$ cat src/rtl/led_chain_pkg.sv
package led_chain_pkg;

    typedef enum logic [1:0] {
        ST_IDLE  = 2'd0,
        ST_SHIFT = 2'd1,
        ST_LATCH = 2'd2
    } eng_state_e;

    typedef struct packed {
        logic [7:0] red;
        logic [7:0] grn;
        logic [7:0] blu;
    } rgb_t;

    function automatic logic [23:0] wire_order(input rgb_t c);
        return {c.grn, c.red, c.blu};
    endfunction

    function automatic int bit_cycles(input int hz);
        return hz / 800000;
    endfunction

    function automatic int zero_high(input int hz);
        return int'((longint'(hz) * 7) / 20000000);
    endfunction

    function automatic int one_high(input int hz);
        return int'((longint'(hz) * 7) / 10000000);
    endfunction

    function automatic int latch_cycles(input int hz);
        return hz / 20000;
    endfunction

endpackage

$ cat src/rtl/led_pixel_store.sv
module led_pixel_store
    import led_chain_pkg::*;
#(
    parameter int MAX_LEDS = 16,
    parameter int IDXW     = 4,
    parameter int CNTW     = 5
) (
    input  logic            clk,
    input  logic            rst,
    input  logic            wr_en,
    input  logic [IDXW-1:0] wr_idx,
    input  rgb_t            wr_rgb,
    input  logic            len_we,
    input  logic [CNTW-1:0] len_val,
    input  logic            lock,
    input  logic [IDXW-1:0] rd_idx,
    output rgb_t            rd_rgb,
    output logic [CNTW-1:0] chain_len
);
    localparam logic [CNTW-1:0] LEN_MAX = CNTW'(MAX_LEDS);

    rgb_t pix_mem [MAX_LEDS];

    // Length register: frozen while a frame runs, saturates at MAX_LEDS
    always_ff @(posedge clk) begin
        if (rst) begin
            chain_len <= LEN_MAX;
        end else if (len_we && !lock) begin
            chain_len <= (len_val > LEN_MAX) ? LEN_MAX : len_val;
        end
    end

    // Buffer: writes beyond the current chain are dropped
    always_ff @(posedge clk) begin
        if (rst) begin
            for (int i = 0; i < MAX_LEDS; i++) pix_mem[i] <= '0;
        end else if (wr_en && ({1'b0, wr_idx} < chain_len)) begin
            pix_mem[wr_idx] <= wr_rgb;
        end
    end

    assign rd_rgb = pix_mem[rd_idx];

endmodule

$ cat src/rtl/led_frame_engine.sv
module led_frame_engine
    import led_chain_pkg::*;
#(
    parameter int CLK_HZ = 100_000_000,
    parameter int IDXW   = 4,
    parameter int CNTW   = 5
) (
    input  logic            clk,
    input  logic            rst,
    input  logic            start,
    input  logic [CNTW-1:0] chain_len,
    input  rgb_t            pix_rgb,
    output logic [IDXW-1:0] rd_idx,
    output logic            busy,
    output logic            dout
);
    localparam int BIT_CYC = bit_cycles(CLK_HZ);
    localparam int T0H_CYC = zero_high(CLK_HZ);
    localparam int T1H_CYC = one_high(CLK_HZ);
    localparam int LAT_CYC = latch_cycles(CLK_HZ);
    localparam int CYC_TOP = (BIT_CYC > LAT_CYC) ? BIT_CYC : LAT_CYC;
    localparam int CYCW    = $clog2(CYC_TOP + 1);

    eng_state_e      state;
    logic [IDXW-1:0] pix_ptr;
    logic [4:0]      bit_ptr;
    logic [CYCW-1:0] cyc;
    logic [23:0]     shreg;
    logic [CYCW-1:0] hi_lim;
    logic            last_pix;

    assign last_pix = ({1'b0, pix_ptr} == (chain_len - CNTW'(1)));
    assign rd_idx   = (state == ST_SHIFT) ? pix_ptr + IDXW'(1) : '0;

    always_ff @(posedge clk) begin
        if (rst) begin
            state   <= ST_IDLE;
            pix_ptr <= '0;
            bit_ptr <= '0;
            cyc     <= '0;
            shreg   <= '0;
        end else begin
            unique case (state)
                ST_IDLE: begin
                    cyc     <= '0;
                    bit_ptr <= '0;
                    pix_ptr <= '0;
                    if (start) begin
                        if (chain_len == '0) begin
                            state <= ST_LATCH;
                        end else begin
                            state <= ST_SHIFT;
                            shreg <= wire_order(pix_rgb);
                        end
                    end
                end
                ST_SHIFT: begin
                    if (cyc == CYCW'(BIT_CYC - 1)) begin
                        cyc <= '0;
                        if (bit_ptr == 5'd23) begin
                            bit_ptr <= '0;
                            if (last_pix) begin
                                state   <= ST_LATCH;
                                pix_ptr <= '0;
                                shreg   <= '0;
                            end else begin
                                pix_ptr <= pix_ptr + IDXW'(1);
                                shreg   <= wire_order(pix_rgb);
                            end
                        end else begin
                            bit_ptr <= bit_ptr + 5'd1;
                            shreg   <= {shreg[22:0], 1'b0};
                        end
                    end else begin
                        cyc <= cyc + CYCW'(1);
                    end
                end
                ST_LATCH: begin
                    if (cyc == CYCW'(LAT_CYC - 1)) begin
                        cyc   <= '0;
                        state <= ST_IDLE;
                    end else begin
                        cyc <= cyc + CYCW'(1);
                    end
                end
                default: state <= ST_IDLE;
            endcase
        end
    end

    assign hi_lim = shreg[23] ? CYCW'(T1H_CYC) : CYCW'(T0H_CYC);
    assign busy   = (state != ST_IDLE);
    assign dout   = (state == ST_SHIFT) && (cyc < hi_lim);

endmodule

$ cat src/rtl/led_chain_driver.sv
module led_chain_driver
    import led_chain_pkg::*;
#(
    parameter int CLK_HZ   = 100_000_000,
    parameter int MAX_LEDS = 16,
    parameter int IDXW     = $clog2(MAX_LEDS)
) (
    input  logic            clk,
    input  logic            rst,
    input  logic            pix_we,
    input  logic [IDXW-1:0] pix_idx,
    input  logic [23:0]     pix_rgb,
    input  logic            len_we,
    input  logic [IDXW:0]   len_val,
    input  logic            upd_req,
    output logic            busy,
    output logic            led_dout
);
    localparam int CNTW = IDXW + 1;

    logic [CNTW-1:0] chain_len;
    logic [IDXW-1:0] rd_idx;
    rgb_t            rd_rgb;

    led_pixel_store #(
        .MAX_LEDS (MAX_LEDS),
        .IDXW     (IDXW),
        .CNTW     (CNTW)
    ) u_store (
        .clk       (clk),
        .rst       (rst),
        .wr_en     (pix_we),
        .wr_idx    (pix_idx),
        .wr_rgb    (rgb_t'(pix_rgb)),
        .len_we    (len_we),
        .len_val   (len_val),
        .lock      (busy),
        .rd_idx    (rd_idx),
        .rd_rgb    (rd_rgb),
        .chain_len (chain_len)
    );

    led_frame_engine #(
        .CLK_HZ (CLK_HZ),
        .IDXW   (IDXW),
        .CNTW   (CNTW)
    ) u_engine (
        .clk       (clk),
        .rst       (rst),
        .start     (upd_req),
        .chain_len (chain_len),
        .pix_rgb   (rd_rgb),
        .rd_idx    (rd_idx),
        .busy      (busy),
        .dout      (led_dout)
    );

endmodule

$ cat config.mk
export PLATFORM = sky130hd
export DESIGN_NAME = led_chain_driver
export DESIGN_NICKNAME = d
export VERILOG_FILES = /design/src/rtl/led_chain_pkg.sv /design/src/rtl/led_pixel_store.sv /design/src/rtl/led_frame_engine.sv /design/src/rtl/led_chain_driver.sv
export SDC_FILE = /design/constraint.sdc
export NUM_CORES = 1
export LEC_CHECK = 0
export ABC_AREA = 1
export BUFFER_PORTS_ARGS = -buffer_cell sky130_fd_sc_hd__clkbuf_2
export CAP_MARGIN = 10
export CORE_MARGIN = 10
export CORE_UTILIZATION = 60
export CTS_CLUSTER_DIAMETER = 80
export DETAILED_ROUTE_END_ITERATION = 10
export GPL_ROUTABILITY_DRIVEN = 0
export PLACE_DENSITY = 0.8
export SYNTH_ARGS = -nofsm -noshare
export SYNTH_HDL_FRONTEND = slang
export SYNTH_HIERARCHICAL = 1
export SYNTH_SLANG_ARGS = --single-unit
$ cat constraint.sdc
create_clock -name clk -period 8.3 [get_ports clk]
set_clock_uncertainty 0.05 [all_clocks]
set_input_delay 1.66 -clock clk [delete_from_list [all_inputs] [get_ports clk]]
set_output_delay 1.66 -clock clk [all_outputs]
set_load 0.02 [all_outputs]
==> results.ini <==
[pwr]
intPower_uw = 4280
share_seq_of_total_power_pct = 39.7
vdd.ir_drop.worst_v = 0.000245
clockPowerShare_pct = 31.1
power.net_switching_uw = 2270
power_frac_comb_pct = 29.2
power.density_mw_per_mm2 = 281
switching_share_pct = 34.6
power_leakage_uw = 0.0105

[cts]
cts_buffers = 44
clkLatencyLatePin_ns = 0.56
cts.repair_timing.setup_buffer_count = 0
tritoncts = built
post_cts_resized = 0
holdBufCountCts = 0
h_tree_depth = 2
cts.path.max_buffers = 3
clock_sinks = 437
cts.reportedPaths.clkPinSlew_ns = 0.06
clockRootBuffer = sky130_fd_sc_hd__clkbuf_16

[drt]
vias = 16855
detail_route_antenna_nets = 0
drt_pre_antenna_iters = 6
routed_wirelength_mm = 55.6
detailedRoute.firstIterationViolations = 2159
routed_vias_inst = 5.61
route.detailed.wl_per_inst_microns = 18.5
remaining_drc_errors = 0

[critical_path]
reg2reg_launch_point = u_store/chain_len[3]$_SDFFE_PP0P_
critical_path.max_stage_delay_ns = 1.17
worst_setup_path_endpoint = u_store/pix_mem[14][13]$_SDFFCE_PN0P_
reg2reg_slack_ns = 4.19
cp_num_buf_inv = 1
timing.critical_path.cells = clkbuf_2 -> ha_1 -> nand2_1 -> nor2_1 -> nor2_4 -> nand4_1 -> nand2_1
worstRegToRegCells = 7
crit_type = in2reg
critical_path_cell_count = 7
critPathSlowestCell = sky130_fd_sc_hd__nand2_1
critical_path_peak_fanout = 25
crit_arrival_ns = 4.95
path_delay_family = simple AND/OR/NAND/NOR gates
most_common_cell_type_on_the_critical_path = sky130_fd_sc_hd__nand2_1
cp-end-kind = flop
worstSetupStartpoint = pix_idx[3]
timing.critical_path.required_ns = 8.42
critical_path.reg2reg.endpoint = u_store/pix_mem[14][13]$_SDFFCE_PN0P_
critical_path.startpoint_type = primary input

[global_routing]
track_usage_pct = 24.5
first_global_vias = 15620
grt.overflow.total = 0
grt_antenna_before_repair = 0
grt_max_degree = 108
first_pass_grt_wire_length_mm = 85.6

[yosys]
synth_nets = 2620
synth.area.top_cells = sky130_fd_sc_hd__edfxtp_1 53%, sky130_fd_sc_hd__nand2_1 11%, sky130_fd_sc_hd__nor2_1 8.3%
unique_masters_post_synth = 33
synth_top_area_cell = sky130_fd_sc_hd__edfxtp_1
synthesis.instances = 2567
avg_synthesized_cell_area_sq_um = 8.43
proportion_of_synthesized_chip_area_in_sequential_cells_pct = 58.2
synth_seq_cells = 437
synthDominantCellAreaShare_pct = 53.3
synthesis.area_sq_mm = 0.0216
ys.warnings.count = 6

[sta]
rsz0062_at_grt = no
finalSetupViolCount = 0
max_clock_freq_mhz = 207
timing.slew.headroom_pct = 18.4
tns_ns = 0
final_hold_viol_count = 0
final_min_period_over_clock_period_pct = 58.2
finalCriticalPeriod_ns = 4.83
tightest_slew_ns = 1.22
maxSlewViolCount = 0

[floorplan]
floorplan.initialDensity_pct = 60.8
dieArea_sq_mm = 0.0441
dieHeight_microns = 210
die_w_microns = 210
design.core.area_sq_mm = 0.0356
io_pins = 40
std_cell_rows = 69

[finish]
antenna_cells_inserted = 0
area_delta_synth_final_pct = 7.77
fillers = 2768
post_layout_net_count = 2565
final_instance_count_excl_fillers = 3007
share_of_final_layout_standard_cells_stronger_than_drive_strength_1_pct = 5.73

[outcome]
status = finished clean

[placement]
placed_cells_incl_taps = 2927
port_buffers = 39
total_half_perimeter_wirelength_after_legalization_and_detailed_placement_mm = 34.6

[hold_path]
hp-class = reg2reg

[flow_run]
timing.max_cap.violations = 0

-- worst min path at each step --
stage | to | from | depth (start not counted)
2_1_floorplan | u_engine/bit_ptr[4]$_SDFFE_PP0P_ | u_engine/bit_ptr[4]$_SDFFE_PP0P_ | 1
3_3_place_gp | u_engine/bit_ptr[4]$_SDFFE_PP0P_ | u_engine/bit_ptr[4]$_SDFFE_PP0P_ | 1
3_5_place_dp | u_engine/bit_ptr[4]$_SDFFE_PP0P_ | u_engine/bit_ptr[4]$_SDFFE_PP0P_ | 1
4_1_cts | u_engine/bit_ptr[4]$_SDFFE_PP0P_ | u_engine/bit_ptr[4]$_SDFFE_PP0P_ | 1
5_1_grt | u_engine/bit_ptr[4]$_SDFFE_PP0P_ | u_engine/bit_ptr[4]$_SDFFE_PP0P_ | 1
6_report | u_engine/bit_ptr[1]$_SDFFE_PP0P_ | u_engine/bit_ptr[1]$_SDFFE_PP0P_ | 2
-- layout make-up --
cell class                 instances  area, sq um  share of cell area (%)
sequential                       437        12600                    54.0
multi-input combinational       1578         6880                    29.5
inverter                         397         1500                    6.42
clock buffer                      56         1170                    5.01
tap                              461          577                    2.47
timing repair buffer              54          308                    1.32
clock inverter                    24          297                    1.27
-- tightest hold or removal path, delay by kind of cell, from the launching register on --
| kind | cells | cell delay [ns] |
|---|---|---|
| flops | 1 | 0.32 |
| compound gates | 1 | 0.05 |
| simple gates | 1 | 0.06 |
-- cell usage after synthesis --
cell type and instances:
sky130_fd_sc_hd__o21bai_1 1, sky130_fd_sc_hd__xnor2_1 1, sky130_fd_sc_hd__nor2_2 2, sky130_fd_sc_hd__ha_1 15, sky130_fd_sc_hd__o211ai_1 1, sky130_fd_sc_hd__buf_4 2, sky130_fd_sc_hd__nand3_1 325, sky130_fd_sc_hd__inv_1 393
sky130_fd_sc_hd__nor3_2 1, sky130_fd_sc_hd__nand4_1 9, sky130_fd_sc_hd__buf_1 17, sky130_fd_sc_hd__o21ai_0 12, sky130_fd_sc_hd__clkbuf_1 93, sky130_fd_sc_hd__a31oi_1 1, sky130_fd_sc_hd__nor3_1 11, sky130_fd_sc_hd__nor2_4 2
sky130_fd_sc_hd__buf_2 33, sky130_fd_sc_hd__nand3b_1 1, sky130_fd_sc_hd__clkinv_1 1, sky130_fd_sc_hd__edfxtp_1 384, sky130_fd_sc_hd__xor2_1 4, sky130_fd_sc_hd__o31ai_2 1, sky130_fd_sc_hd__buf_6 10, sky130_fd_sc_hd__inv_2 3
sky130_fd_sc_hd__nand3_2 3, sky130_fd_sc_hd__nor2_1 481, sky130_fd_sc_hd__nand2_1 652, sky130_fd_sc_hd__o21a_1 1, sky130_fd_sc_hd__nand2_4 1, sky130_fd_sc_hd__dfxtp_1 53, sky130_fd_sc_hd__or2_2 1, sky130_fd_sc_hd__a21oi_1 42
sky130_fd_sc_hd__nand4_4 10
-- cells in the final DEF, fill, tap and decap left out --
| master | synthesis | final |
|---|---|---|
| sky130_fd_sc_hd__inv_1 | 393 | 391 |
| sky130_fd_sc_hd__clkinv_2 | 0 | 9 |
| sky130_fd_sc_hd__a21oi_1 | 42 | 41 |
| sky130_fd_sc_hd__nand2_4 | 1 | 1 |
| sky130_fd_sc_hd__buf_4 | 2 | 15 |
| sky130_fd_sc_hd__nand3_2 | 3 | 3 |
| sky130_fd_sc_hd__o21ai_0 | 12 | 12 |
| sky130_fd_sc_hd__bufinv_16 | 0 | 7 |
| sky130_fd_sc_hd__o211ai_1 | 1 | 1 |
| sky130_fd_sc_hd__clkinvlp_4 | 0 | 1 |
| sky130_fd_sc_hd__nand2_1 | 652 | 652 |
| sky130_fd_sc_hd__nand3b_1 | 1 | 1 |
| sky130_fd_sc_hd__nand3_1 | 325 | 325 |
| sky130_fd_sc_hd__clkbuf_16 | 0 | 45 |
| sky130_fd_sc_hd__nor2_4 | 2 | 3 |
| sky130_fd_sc_hd__o31ai_4 | 0 | 1 |
| sky130_fd_sc_hd__o21a_1 | 1 | 1 |
| sky130_fd_sc_hd__xnor2_1 | 1 | 1 |
| sky130_fd_sc_hd__nor2_2 | 2 | 3 |
| sky130_fd_sc_hd__nor2_1 | 481 | 479 |
| sky130_fd_sc_hd__inv_6 | 0 | 3 |
| sky130_fd_sc_hd__edfxtp_1 | 384 | 384 |
| sky130_fd_sc_hd__nor3_1 | 11 | 11 |
| sky130_fd_sc_hd__clkbuf_2 | 0 | 39 |
| sky130_fd_sc_hd__or2_2 | 1 | 1 |
| sky130_fd_sc_hd__a21oi_4 | 0 | 1 |
| sky130_fd_sc_hd__inv_2 | 3 | 3 |
| sky130_fd_sc_hd__xor2_1 | 4 | 4 |
| sky130_fd_sc_hd__ha_1 | 15 | 15 |
| sky130_fd_sc_hd__a31oi_1 | 1 | 1 |
| sky130_fd_sc_hd__dfxtp_1 | 53 | 53 |
| sky130_fd_sc_hd__nor3_2 | 1 | 1 |
| sky130_fd_sc_hd__clkbuf_1 | 93 | 11 |
| sky130_fd_sc_hd__nand4_4 | 10 | 10 |
| sky130_fd_sc_hd__clkinv_1 | 1 | 7 |
| sky130_fd_sc_hd__nand4_1 | 9 | 9 |
| sky130_fd_sc_hd__o21bai_1 | 1 | 1 |
-- metrics by stage --
step                power [uW]  util, %  cell area (sq um)  worst slack (ns)  hold WS, ns
floorplan                 4020        -              21600              4.48        0.391
global placement          4440     61.4              21900              3.09        0.398
detailed placement        4500     61.4              21900              2.93        0.417
CTS                       6530     65.5              23300              3.51        0.431
global route              6880     65.5              23300              3.24        0.455
finish                    6550     65.5              23300              3.47        0.435
-- layer usage --
metal	vias to the layer above	GRT usage, %	wire length [microns]
met2	969	40.5	26700
met4	0	11.7	2540
met1	7771	31.2	20800
met3	167	3.59	5540
li1	7948	-	-
met5	-	0	0
-- sequential cells by signal, indices dropped and copies added (netlist names) --
name / flops
u_engine/state: 2
u_engine/bit_ptr: 5
u_engine/pix_ptr: 4
u_engine/cyc: 13
u_engine/shreg: 24
u_store/pix_mem: 384
u_store/chain_len: 5
-- power groups by stage --
stage / Combinational [uW] / Sequential, uW / Clock [uW]
after global placement: 1810 / 2640 / 0
after CTS: 1880 / 2600 / 2060
after global routing: 2120 / 2610 / 2150
final: 1910 / 2600 / 2040
after floorplan: 1390 / 2620 / 0
after detailed placement: 1850 / 2640 / 0
-- cell families after synthesis --
| family | after synthesis | share of synthesized area [%] |
|---|---|---|
| adders and majority gates | 15 | 0.868 |
| and+or+nand+nor | 1499 | 29.1 |
| DFF | 437 | 58.2 |
| xor gates and xnor gates | 5 | 0.202 |
| AOI/OAI and AO/OA | 59 | 1.44 |
| buffers and inverters | 552 | 10.1 |
Note: power is estimated with default switching activity, not from simulation.
